[src/rtl/ser_cfg_pkg.sv]
package ser_cfg_pkg;

    parameter int DATA_W   = 11;
    parameter int ADDR_W   = 3;
    parameter int NUM_REGS = 7;

    typedef enum logic [2:0] {
        ST_IDLE  = 3'd0,
        ST_RX    = 3'd1,
        ST_ARMED = 3'd2,
        ST_TX    = 3'd3,
        ST_TXEND = 3'd4
    } port_state_e;

    // Power-up contents of each configuration slot.
    function automatic logic [DATA_W-1:0] slot_default(input int idx);
        logic [DATA_W-1:0] v;
        case (idx)
            0:       v = 11'h04F;
            1:       v = 11'h003;
            2:       v = 11'h006;
            3:       v = 11'h013;
            4:       v = 11'h5DC;
            5:       v = 11'h5C1;
            6:       v = 11'h047;
            default: v = '0;
        endcase
        return v;
    endfunction

endpackage

[src/rtl/ser_cfg_shifter.sv]
module ser_cfg_shifter #(
    parameter int DATA_W = 11,
    parameter int ADDR_W = 3,
    localparam int FRAME_W = 1 + ADDR_W + DATA_W
) (
    input  logic              clk,
    input  logic              rst_n,
    input  logic              shift_en,
    input  logic              din,
    input  logic              load_en,
    input  logic [DATA_W-1:0] load_data,
    output logic              frm_flag,
    output logic [ADDR_W-1:0] frm_addr,
    output logic [DATA_W-1:0] frm_data,
    output logic              dout
);

    logic [FRAME_W-1:0] sr;

    always_ff @(posedge clk or negedge rst_n) begin
        if (!rst_n) begin
            sr <= '0;
        end else if (load_en) begin
            // bit 0 is a spare slot; bit 1 is driven first
            sr <= {load_data, sr[ADDR_W:1], 1'b0};
        end else if (shift_en) begin
            sr <= {din, sr[FRAME_W-1:1]};
        end
    end

    assign frm_flag = sr[0];
    assign frm_addr = sr[ADDR_W:1];
    assign frm_data = sr[FRAME_W-1:ADDR_W+1];
    assign dout     = sr[1];

    // newest bit lands at the top of the frame
    a_r2_shift_lands: assert property (@(posedge clk) disable iff (!rst_n)
        (shift_en && !load_en) |=> (sr[FRAME_W-1] == $past(din)));

endmodule

[src/rtl/ser_cfg_regfile.sv]
module ser_cfg_regfile
    import ser_cfg_pkg::*;
#(
    parameter int DATA_W   = 11,
    parameter int ADDR_W   = 3,
    parameter int NUM_REGS = 7
) (
    input  logic                       clk,
    input  logic                       rst_n,
    input  logic                       wr_en,
    input  logic [ADDR_W-1:0]          addr,
    input  logic [DATA_W-1:0]          wr_data,
    output logic [DATA_W-1:0]          rd_data,
    output logic [NUM_REGS*DATA_W-1:0] regs_flat
);

    logic [NUM_REGS-1:0][DATA_W-1:0] slots;

    always_ff @(posedge clk or negedge rst_n) begin
        if (!rst_n) begin
            for (int i = 0; i < NUM_REGS; i++) begin
                slots[i] <= slot_default(i);
            end
        end else if (wr_en) begin
            for (int i = 0; i < NUM_REGS; i++) begin
                if (int'(addr) == i) begin
                    slots[i] <= wr_data;
                end
            end
        end
    end

    always_comb begin
        rd_data = '0;
        for (int i = 0; i < NUM_REGS; i++) begin
            if (int'(addr) == i) begin
                rd_data = slots[i];
            end
        end
    end

    assign regs_flat = slots;

    // out-of-range writes leave the whole file untouched
    a_r5_high_addr_ignored: assert property (@(posedge clk) disable iff (!rst_n)
        (wr_en && int'(addr) >= NUM_REGS) |=> $stable(slots));

    for (genvar g = 0; g < NUM_REGS; g++) begin : g_chk
        // an addressed write lands in its slot
        a_r3_write_lands: assert property (@(posedge clk) disable iff (!rst_n)
            (wr_en && int'(addr) == g) |=> (slots[g] == $past(wr_data)));
    end

endmodule

[src/rtl/ser_cfg_ctrl.sv]
module ser_cfg_ctrl
    import ser_cfg_pkg::*;
(
    input  logic clk,
    input  logic rst_n,
    input  logic sel_n,
    input  logic frm_flag,
    output logic shift_en,
    output logic wr_en,
    output logic load_en,
    output logic oe
);

    port_state_e state, state_nx;

    always_ff @(posedge clk or negedge rst_n) begin
        if (!rst_n) begin
            state <= ST_IDLE;
        end else begin
            state <= state_nx;
        end
    end

    always_comb begin
        state_nx = state;
        unique case (state)
            ST_IDLE:  if (!sel_n) state_nx = ST_RX;
            ST_RX:    if (sel_n)  state_nx = frm_flag ? ST_ARMED : ST_IDLE;
            ST_ARMED: if (!sel_n) state_nx = ST_TX;
            ST_TX:    if (sel_n)  state_nx = ST_TXEND;
            ST_TXEND: if (!sel_n) state_nx = ST_RX;
            default:  state_nx = ST_IDLE;
        endcase
    end

    always_comb begin
        shift_en = !sel_n;
        wr_en    = 1'b0;
        load_en  = 1'b0;
        oe       = 1'b0;
        unique case (state)
            ST_IDLE:  ;
            ST_RX: begin
                wr_en   = sel_n && !frm_flag;
                load_en = sel_n && frm_flag;
            end
            ST_ARMED: oe = 1'b1;
            ST_TX:    oe = 1'b1;
            ST_TXEND: oe = sel_n;
            default:  ;
        endcase
    end

    // a read commit turns the pin around on the next cycle
    a_r6_read_arms_oe: assert property (@(posedge clk) disable iff (!rst_n)
        load_en |=> oe);

    // enable is never dropped while select stays high
    a_r7_oe_holds_high_sel: assert property (@(posedge clk) disable iff (!rst_n)
        (oe && sel_n) |=> (oe || !sel_n));

    // no write can commit while read data is on the pin
    a_r9_no_write_in_read: assert property (@(posedge clk) disable iff (!rst_n)
        oe |=> !wr_en || !$past(sel_n));

endmodule

[src/rtl/ser_cfg_port.sv]
module ser_cfg_port
    import ser_cfg_pkg::*;
#(
    parameter int DW = DATA_W,
    parameter int AW = ADDR_W,
    parameter int NR = NUM_REGS
) (
    input  logic             sclk,
    input  logic             rst_n,
    input  logic             sel_n,
    input  logic             sdata_in,
    output logic             sdata_out,
    output logic             sdata_oe,
    output logic [NR*DW-1:0] cfg_flat
);

    logic          shift_en;
    logic          wr_en;
    logic          load_en;
    logic          frm_flag;
    logic [AW-1:0] frm_addr;
    logic [DW-1:0] frm_data;
    logic [DW-1:0] rd_data;

    ser_cfg_ctrl u_ctrl (
        .clk      (sclk),
        .rst_n    (rst_n),
        .sel_n    (sel_n),
        .frm_flag (frm_flag),
        .shift_en (shift_en),
        .wr_en    (wr_en),
        .load_en  (load_en),
        .oe       (sdata_oe)
    );

    ser_cfg_shifter #(.DATA_W(DW), .ADDR_W(AW)) u_shift (
        .clk       (sclk),
        .rst_n     (rst_n),
        .shift_en  (shift_en),
        .din       (sdata_in),
        .load_en   (load_en),
        .load_data (rd_data),
        .frm_flag  (frm_flag),
        .frm_addr  (frm_addr),
        .frm_data  (frm_data),
        .dout      (sdata_out)
    );

    ser_cfg_regfile #(.DATA_W(DW), .ADDR_W(AW), .NUM_REGS(NR)) u_regs (
        .clk       (sclk),
        .rst_n     (rst_n),
        .wr_en     (wr_en),
        .addr      (frm_addr),
        .wr_data   (frm_data),
        .rd_data   (rd_data),
        .regs_flat (cfg_flat)
    );

    // enable is low whenever reset is held
    always_comb begin
        if (!rst_n) begin
            a_r1_reset_oe_low: assert (!sdata_oe);
        end
    end

endmodule

[config.mk]
export PLATFORM = sky130hd
export DESIGN_NAME = ser_cfg_port
export DESIGN_NICKNAME = d
export VERILOG_FILES = /design/src/rtl/ser_cfg_pkg.sv /design/src/rtl/ser_cfg_shifter.sv /design/src/rtl/ser_cfg_regfile.sv /design/src/rtl/ser_cfg_ctrl.sv /design/src/rtl/ser_cfg_port.sv
export SDC_FILE = /design/constraint.sdc
export NUM_CORES = 1
export LEC_CHECK = 0
export BUFFER_PORTS_ARGS = -buffer_cell sky130_fd_sc_hd__clkbuf_2
export CAP_MARGIN = 20
export CORE_MARGIN = 1
export CORE_UTILIZATION = 57
export CTS_CLUSTER_SIZE = 14
export DETAILED_ROUTE_END_ITERATION = 6
export GPL_TIMING_DRIVEN = 0
export PLACE_DENSITY = 0.87
export SKIP_CTS_REPAIR_TIMING = 1
export SYNTH_ARGS = -nofsm -noshare
export SYNTH_HDL_FRONTEND = slang
export SYNTH_SLANG_ARGS = --single-unit
[constraint.sdc]
create_clock -name sclk -period 4.8 [get_ports sclk]
set_input_delay 0.96 -clock sclk [delete_from_list [all_inputs] [get_ports sclk]]
set_output_delay 0.96 -clock sclk [all_outputs]
set_load 0.01 [all_outputs]
# == Yosys cells after proc, flatten, opt, wreduce, memory -nomap -nowiden ==
# Cells that the tools add are included.
# Widths: inputs -> output; s select.
# totals
out_inout_bits,79
in_bits,4
register_bits,95
elab_cells,61
# op_classes
bitwise_logic,2
eq_ne,15
mux,18
n_reduce_logical,16
# op_table
cell,n
$mux 11,7
$mux 15,2
$reduce_and 2->1,8
$eq 3x3->1 const B,5
$eq 3x2->1 const B,4
$mux 3,4
$pmux 3 s4,1
$ne 2x2->1 const B,4
$logic_not 3->1,2
$reduce_and 4->1,1
$reduce_or 2->1,2
$eq 3x1->1 const B,1
$logic_and 1x1->1,2
$mux 1,2
$mux 2,1
$ne 2x1->1 const B,1
$not 1->1,2
$pmux 1 s2,1
$logic_not 1->1,1

# == Logic depth before layout (Yosys ltp) ==
# logic_depth
ltp_word,9
mapped_depth,5

# == Modules after synthesis ==
# From an unflattened synthesis, not the netlist that was laid out.
# hier_totals
cells_unflattened,353
area_unflattened_um2,4601.9
# modules_own_cells
module,instances,area_per_inst_um2,cells_per_inst,seq_area_each_um2
ser_cfg_regfile,1,3764.9,278,1961.9
ser_cfg_shifter,1,663.1,58,375.4
ser_cfg_ctrl,1,173.9,17,75.1

# == Worst setup path after synthesis ==
# No wires, ideal clock.
# synth_path
kind,input-to-output
from,input sel_n
to,output sdata_oe
path_slack_ns,1.812
stages,5
n_path_buf,3
t_required_ns,3.840
t_arrival_ns,2.028
cell_sequence,clkbuf_1 > clkbuf_1 > clkbuf_1 > nand2_1 > o22ai_1
# synth_between
elab_chain_len,1
# synth_rtl
item,line,text
"start, declared",ser_cfg_port.sv:10,"input logic sel_n,"
$pmux 1 s2,ser_cfg_ctrl.sv:41,unique case (state)
"end, declared",ser_cfg_port.sv:13,"output logic sdata_oe,"
# Every way passes these cells.

# == Final worst setup path ==
# Ends and elaborated chain as after synthesis.

==> results.toml <==
[clock_network]
root_buffer = "clkbuf_8"
clock_latency_ps = 370
htree_levels = 3
clock-sinks = 95
cts_tree = "done"
cts_made_buffers = 9
clk_path_buf_depth = 2
clk_transition_reported_paths_ps = 90

[critical_path]
critPathLaunchType = "input pin"
cpPeakStageDelay_ps = 450
arrival_ps = 2560
r2r_slack_ps = 2730
ff2ff_path_depth = 5
crit_path_cell_trace = "clkbuf_1 > clkbuf_1 > clkbuf_1 > nand2_1 > o22ai_1 > clkbuf_2"
worstPathMaxFanout = 10
crit_required_ps = 3840
path_class = "in2out"
cp_common_cell = "clkbuf_1"
reg2reg_from = "u_ctrl.state[1]"
r2r-end = "u_regs.regs_flat[56]"
end_kind = "output pin"
cp_slowest_cell = "clkbuf_1"

[timing]
maxSlewHeadroom = 0.639
worstMarginPinSlew_ps = 541
finClkSkew_ps = 13.1
clock.fmax_mhz = 284
slew_violations = 0
holdWs_ps = 529
min_period_ps = 3520
fin_crit_sh = 0.734
rsz0062_at_grt = "false"
setup_viol = 0
finalSetupTns_ps = 0
finalHoldViolations = 0

[floorplan]
die_x_um = 90.7
dieArea_um2 = 8220
initial_utilization = 0.605
ios = 83
core_area_um2 = 7410
fp-row-count = 31
die_y_um = 90.7

[run]
cap_violations = 0

[route]
first_pass_iters = 4
wl_per_cell_um = 20.5
num_vias = 3123
drtIter0Drc = 357
drc_errors = 0
ant_nets = 0
wirelength_mm = 10.6
vias_per_cell = 6.01

[synth]
syn_nets = 327
syn_inst = 323
yosysWarnings = 0
ys_seq_elements = 95
syn_area_um2 = 4480
synth_ff_type = "dfrtp_1"
async_flop_share = 1.00
synth_cell_types = 35
syn_area_per_cell_um2 = 13.9
synth_edf_count = 0
ys_seq_area_frac = 0.538

[layout]
fillers = 526
syn2layout_area_growth_pct = 16.6
nets = 420
regArea_um2 = 2410
antenna_cells = 0
instances_no_fill = 520
drive_gt1_frac = 0.553
multi_input_area_um2 = 1930
mostFrequentLayoutCells = "80 x mux2_2, 80 x clkbuf_2, 67 x dfrtp_1, 28 x dfstp_2, 13 x nor2_1"

[power]
p_comb_frac = 0.366
power.density_nw_per_um2 = 537
p_sw_frac = 0.369
p_seq_frac = 0.458
p_sw_mw = 1.03
vdd_drop_max_v = 0.000318
clkPwrFrac = 0.176
intPower_mw = 1.77
cellLeakagePower_nw = 2.50

[placed_design]
gp_congestion = 0.834
io_buffers = 81
place.detailed.hpwl_mm = 7.48
dpl.cell_count = 504

[global_routing]
grt_pass1_vias = 3270
grt_start_max_net_pins = 72
antenna_found_initial = 0
grt_pass1_wl_mm = 17.3
grt_usage = 0.277
grt.overflow.total = 0

[min_path]
min_path_type = "in2async"

[status]
status = "complete, no violations"
==> synth_stat cells, drive strengths merged (11+ instances only) <==
library cell	instances	area (um^2)
dfrtp	67	1680
nor2b	12	75.1
o31ai	11	82.6
mux2	80	901
nor2	13	48.8
buf	15	91.3
dfstp	28	736
a31oi	11	68.8
clkbuf	11	41.3
o211a	11	110
nand3b	12	90.1
mux2i	12	120
==> sequential cells by signal, indices dropped and copies added (netlist names) <==
signal / flops
u_regs.regs_flat: 77
u_shift.sr: 15
u_ctrl.state: 3
==> routing by layer <==
layer / vias up / wire (um) / global-route usage
met2: 115 / 5150 / 0.442
met4: 0 / 174 / 0.114
met3: 16 / 714 / 0.0572
met1: 1607 / 4590 / 0.371
met5: - / 0 / 0
li1: 1385 / - / -
==> power groups by stage <==
stage          registers [mW]  logic, mW  clock network (mW)
2_1_floorplan            1.31      0.592                   0
3_3_place_gp             1.27      0.988                   0
3_5_place_dp             1.29       1.03                   0
4_1_cts                  1.28       1.03               0.498
5_1_grt                  1.31       1.10               0.530
6_report                 1.28       1.03               0.493
==> logic make-up after synthesis <==
kind of cell | share of synthesized area
mux | 0.278
buf+inv | 0.0321
simple gates | 0.0835
compound gates | 0.0681
flops | 0.538
==> metrics by stage <==
stage	setup WS [ps]	util	power [mW]	area (um^2)
after floorplan	1810	-	1.91	4480
after global placement	1370	0.676	2.26	5010
after detailed placement	1330	0.680	2.32	5040
after CTS	1330	0.705	2.81	5220
after global routing	1140	0.705	2.95	5220
final	1280	0.705	2.80	5220
==> critical path, delay by kind of cell <==
family	cells	cell delay (ps)
AOI/OAI and AO/OA	1	130
buffers and inverters	4	1380
and+or+nand+nor	1	90
==> worst max path at each step <==
stage / start / end / slack (ps) / cells after the start
floorplan: sel_n / sdata_oe / 1810 / 5
global placement: sel_n / sdata_oe / 1370 / 6
detailed placement: sel_n / sdata_oe / 1330 / 6
CTS: sel_n / sdata_oe / 1330 / 6
global route: sel_n / sdata_oe / 1140 / 6
finish: sel_n / sdata_oe / 1280 / 6
==> final cells by class <==
cell class	count	area share
plain buffers	26	0.0254
clock buffers	11	0.0271
clock inverters	5	0.00790
inverters	3	0.00216
multi-input cells	199	0.369
flip-flops and latches	95	0.462
well taps	99	0.0237
repair buffers	82	0.0834
No activity file was read; power rests on OpenSTA's default activity.
